--- config.mk ---
export PLATFORM = sky130hd
export DESIGN_NAME = bridge_gate_steer
export DESIGN_NICKNAME = d
export VERILOG_FILES = /design/src/rtl/bgs_pkg.sv /design/src/rtl/bgs_decode.sv /design/src/rtl/bgs_sector_latch.sv /design/src/rtl/bgs_gate_leg.sv /design/src/rtl/bridge_gate_steer.sv
export SDC_FILE = /design/constraint.sdc
export NUM_CORES = 1
export LEC_CHECK = 0
export BUFFER_PORTS_ARGS = -buffer_cell sky130_fd_sc_hd__buf_2
export CAP_MARGIN = 20
export CORE_MARGIN = 2
export CORE_UTILIZATION = 46
export CTS_CLUSTER_DIAMETER = 150
export DETAILED_ROUTE_END_ITERATION = 7
export GPL_ROUTABILITY_DRIVEN = 1
export PLACE_DENSITY_LB_ADDON = 0.2
export SETUP_SLACK_MARGIN = 0.15
export SLEW_MARGIN = 20
export SYNTH_ARGS = -nofsm -noshare
export SYNTH_HDL_FRONTEND = slang
export SYNTH_HIERARCHICAL = 1
export SYNTH_SLANG_ARGS = --single-unit
--- constraint.sdc ---
create_clock -name clk -period 1.65 [get_ports clk]
set_clock_uncertainty 0.2 [all_clocks]
set_input_delay 0.165 -clock clk [delete_from_list [all_inputs] [get_ports clk]]
set_output_delay 0.165 -clock clk [all_outputs]
set_load 0.02 [all_outputs]
--- src/rtl/bgs_pkg.sv ---
package bgs_pkg;

    localparam int NUM_PH = 3;
    localparam int PH_W   = 2;
    localparam int SEC_W  = 3;
    localparam logic [SEC_W-1:0] SEC_NONE = 3'd7;

    typedef logic [PH_W-1:0] ph_idx_t;

    typedef struct packed {
        logic              valid;
        logic [SEC_W-1:0]  code;
        logic              upper;
        ph_idx_t           first_ph;
        ph_idx_t           second_ph;
    } route_t;

    localparam route_t ROUTE_IDLE = '{valid: 1'b0, code: SEC_NONE, upper: 1'b0,
                                      first_ph: '0, second_ph: '0};

    function automatic logic [SEC_W-1:0] sector_code(input logic [NUM_PH-1:0] s);
        case (s)
            3'b101:  return 3'd0;
            3'b001:  return 3'd1;
            3'b011:  return 3'd2;
            3'b010:  return 3'd3;
            3'b110:  return 3'd4;
            3'b100:  return 3'd5;
            default: return SEC_NONE;
        endcase
    endfunction

    function automatic route_t decode_signs(input logic [NUM_PH-1:0] s);
        route_t  r;
        logic    maj;
        ph_idx_t odd;
        maj = (s[0] & s[1]) | (s[1] & s[2]) | (s[0] & s[2]);
        if (s[0] != maj)      odd = 2'd0;
        else if (s[1] != maj) odd = 2'd1;
        else                  odd = 2'd2;
        r.valid     = (s != 3'b000) && (s != 3'b111);
        r.code      = sector_code(s);
        r.upper     = ~maj;
        r.first_ph  = (odd == 2'd0) ? 2'd2 : odd - 2'd1;
        r.second_ph = (odd == 2'd2) ? 2'd0 : odd + 2'd1;
        if (!r.valid) r = ROUTE_IDLE;
        return r;
    endfunction

endpackage

--- src/rtl/bgs_decode.sv ---
module bgs_decode
    import bgs_pkg::*;
(
    input  logic [NUM_PH-1:0] sign_in,
    output route_t            route_out
);
    always_comb route_out = decode_signs(sign_in);
endmodule

--- src/rtl/bgs_sector_latch.sv ---
module bgs_sector_latch
    import bgs_pkg::*;
(
    input  logic   clk,
    input  logic   rst,
    input  logic   cyc_start,
    input  route_t route_in,
    output route_t route_q,
    output logic   err_q
);
    always_ff @(posedge clk) begin
        if (rst) begin
            route_q <= ROUTE_IDLE;
            err_q   <= 1'b0;
        end else if (cyc_start) begin
            route_q <= route_in;
            err_q   <= ~route_in.valid;
        end
    end
endmodule

--- src/rtl/bgs_gate_leg.sv ---
module bgs_gate_leg
    import bgs_pkg::*;
#(
    parameter int IDX = 0
) (
    input  logic   clk,
    input  logic   rst,
    input  logic   cyc_start,
    input  route_t route_new,
    input  route_t route_cur,
    input  logic   rel_first,
    input  logic   rel_second,
    output logic   hi_q,
    output logic   lo_q
);
    localparam ph_idx_t MY_PH = ph_idx_t'(IDX);

    logic sel_new;
    logic drop;

    always_comb begin
        sel_new = route_new.valid &&
                  (route_new.first_ph == MY_PH || route_new.second_ph == MY_PH);
        drop    = route_cur.valid &&
                  ((rel_first  && route_cur.first_ph  == MY_PH) ||
                   (rel_second && route_cur.second_ph == MY_PH));
    end

    always_ff @(posedge clk) begin
        if (rst) begin
            hi_q <= 1'b0;
            lo_q <= 1'b0;
        end else if (cyc_start) begin
            hi_q <= sel_new & route_new.upper;
            lo_q <= sel_new & ~route_new.upper;
        end else if (drop) begin
            hi_q <= 1'b0;
            lo_q <= 1'b0;
        end
    end
endmodule

--- src/rtl/bridge_gate_steer.sv ---
module bridge_gate_steer
    import bgs_pkg::*;
(
    input  logic              clk,
    input  logic              rst,
    input  logic              cyc_start,
    input  logic [NUM_PH-1:0] phase_sign,
    input  logic              rel_first,
    input  logic              rel_second,
    output logic [NUM_PH-1:0] gate_hi,
    output logic [NUM_PH-1:0] gate_lo,
    output logic [SEC_W-1:0]  sector,
    output logic              sign_err
);
    route_t route_new;
    route_t route_cur;
    logic   err_q;

    bgs_decode dec_i (
        .sign_in   (phase_sign),
        .route_out (route_new)
    );

    bgs_sector_latch lat_i (
        .clk       (clk),
        .rst       (rst),
        .cyc_start (cyc_start),
        .route_in  (route_new),
        .route_q   (route_cur),
        .err_q     (err_q)
    );

    for (genvar p = 0; p < NUM_PH; p++) begin : g_leg
        bgs_gate_leg #(.IDX(p)) leg_i (
            .clk        (clk),
            .rst        (rst),
            .cyc_start  (cyc_start),
            .route_new  (route_new),
            .route_cur  (route_cur),
            .rel_first  (rel_first),
            .rel_second (rel_second),
            .hi_q       (gate_hi[p]),
            .lo_q       (gate_lo[p])
        );
    end

    assign sector   = route_cur.code;
    assign sign_err = err_q;
endmodule

==> impl_metrics.yaml <==
timing:
  slew_headroom_pct: 73.5
  rsz0062_at_grt: "no"
  fin_crit_ns: 1.34
  fmax_mhz: 744
  worstMarginPinSlew_ns: 0.398
  tns_ns: 0
  setup_slack_ns: 0.307
  setup_viol: 0
  final_max_slew_viol_count: 0
  hold_viol_final: 0
  period_share_pct: 81.4
setup_path:
  worstSetupEndpointType: "register"
  worst-r2r-setup-slack_ns: 0.33
  crit_required_ns: 1.68
  arrival_ns: 1.37
  r2r-start: "lat_i/route_q[8]$_SDFFE_PP0P_"
  crit_end: "g_leg[2].leg_i/hi_q$_SDFFE_PP0P_"
  critPathLaunch: "phase_sign[2]"
  worstSetupStartpointType: "primary input"
  crit_fanout: 7
  r2r_cells: 3
  path_class: "primary input to register"
  r2r-end: "g_leg[1].leg_i/hi_q$_SDFFE_PP0P_"
clock_tree:
  cts_setup_buffers: 0
  numCtsBuffers: 3
  cts_max_level: 1
  cts_buffer_depth: 2
  cts.hold.buffers_added: 0
  root_buffer: "clkbuf_4"
  cts_repair_resize_count: 0
  cts_num_sinks: 15
  cts.clk_slew.worst_paths_ns: 0.08
  insertion_delay_ns: 0.28
  cts_tree: "built"
grt:
  grt_pass1_wl_microns: 2440
  grt_pass1_vias: 568
  grt.overflow.total: 0
  antenna_found_initial: 0
  grt_use_total_pct: 17.0
  grt_max_degree: 20
floorplan:
  die_h_microns: 45.4
  num_rows: 14
  num_io_pins: 18
  coreArea_sq_mm: 0.00156
  die_w_microns: 45.4
  start_util_pct: 50.6
  dieArea_sq_mm: 0.00206
detailed_routing:
  wl_microns: 1500
  wl_met1_microns: 705
  top_layer_used: "met4"
  postRouteAntennaNets: 0
  drt_iter0_drc: 12
  wl_met3_microns: 72
  dr.pass1.iters: 4
  drt-wirelength-per-cell_microns: 12.6
  vias_per_cell: 5.68
  drc: 0
  vias: 676
  wl_met2_microns: 711
layout:
  layout_commonest_cell: "buf_2"
  syn2layout_area_growth_pct: 17.0
  nets: 112
  fin_area_sq_um: 922
  most-common-layout-cells: "buf_2, dfxtp_1, nor2_1"
  diodes: 0
  drive_gt1_share_pct: 31.1
pwr:
  leakage_nw: 0.398
  switching_share_pct: 28.0
  clock_power_share_pct: 27.0
  p_seq_share_pct: 52.2
  power-per-cell-area_mw_per_mm2: 821
  p_sw_mw: 0.212
  total_power_mw: 0.757
  pwr-share-comb_pct: 20.8
  internal-power_mw: 0.546
  peakVddDrop_mv: 0.568
placed_design:
  portBuffers: 17
  gp_congestion: 0.808
  dpl_worst_slack_ns: 0.0237
  post-dp-hpwl_microns: 1110
  placed_area_sq_um: 896
yosys:
  synth_area_per_cell_sq_um: 9.61
  syn_inst: 82
  syn-num-nets: 90
  yosys_warnings: 6
  synthesis.area_sq_um: 788
min_path:
  hold_path.class: "primary input to register"
  hold_path.startpoint: "rst"
run_status:
  status: "completed"
job:
  maxCapViolations: 0
==> power by group through the flow <==
stage | registers (mW) | logic [mW] | clock network [mW]
6_report | 0.395 | 0.157 | 0.205
5_1_grt | 0.397 | 0.175 | 0.231
4_1_cts | 0.395 | 0.159 | 0.213
3_5_place_dp | 0.403 | 0.158 | 0
3_3_place_gp | 0.403 | 0.155 | 0
2_1_floorplan | 0.420 | 0.0935 | 0
==> critical path, cell delays in order <==
cell	delay [ns]
buf_2	0.13
buf_4	0.15
inv_1	0.10
o21a_1	0.23
nand2_1	0.08
a211oi_1	0.34
a32o_1	0.17
==> flip-flops by register name, summed over array words and instances (netlist names) <==
register and count:
g_leg.leg_i/hi_q 3, g_leg.leg_i/lo_q 3, lat_i/err_q 1, lat_i/route_q 8
==> metal layers <==
metal,vias to the layer above,global-route usage (%)
met5,-,0
met4,0,7.06
met3,2,7.54
met2,15,25.9
met1,311,20.6
li1,348,-
==> stage by stage <==
| step | hold slack [ns] | std cells | util (%) |
|---|---|---|---|
| finish | 0.0237 | 119 | 59.1 |
| global route | 0.0121 | 119 | 59.1 |
| CTS | 0.0180 | 119 | 59.1 |
| detailed placement | 0.279 | 115 | 57.5 |
| global placement | 0.274 | 115 | 57.5 |
| floorplan | 0.0923 | 82 | - |
==> worst min-delay path by stage <==
stage | to | slack, ns | depth (start not counted)
finish | lat_i/route_q[2]$_SDFFE_PP0P_ | 0.02 | 2
global route | lat_i/route_q[2]$_SDFFE_PP0P_ | 0.01 | 2
CTS | lat_i/route_q[2]$_SDFFE_PP0P_ | 0.02 | 2
detailed placement | g_leg[1].leg_i/lo_q$_SDFFE_PP0P_ | 0.28 | 1
global placement | g_leg[2].leg_i/lo_q$_SDFFE_PP0P_ | 0.27 | 1
floorplan | lat_i/route_q[5]$_SDFFE_PP1P_ | 0.09 | 1
==> layout make-up <==
type	count	area, sq um
Inverter	4	15.0
Tap cell	16	20.0
Timing Repair Buffer	21	115
Sequential cell	15	300
Multi-Input combinational cell	59	445
Fill cell	147	637
Clock buffer	4	26.3
No activity file was read; power rests on OpenSTA's default activity.
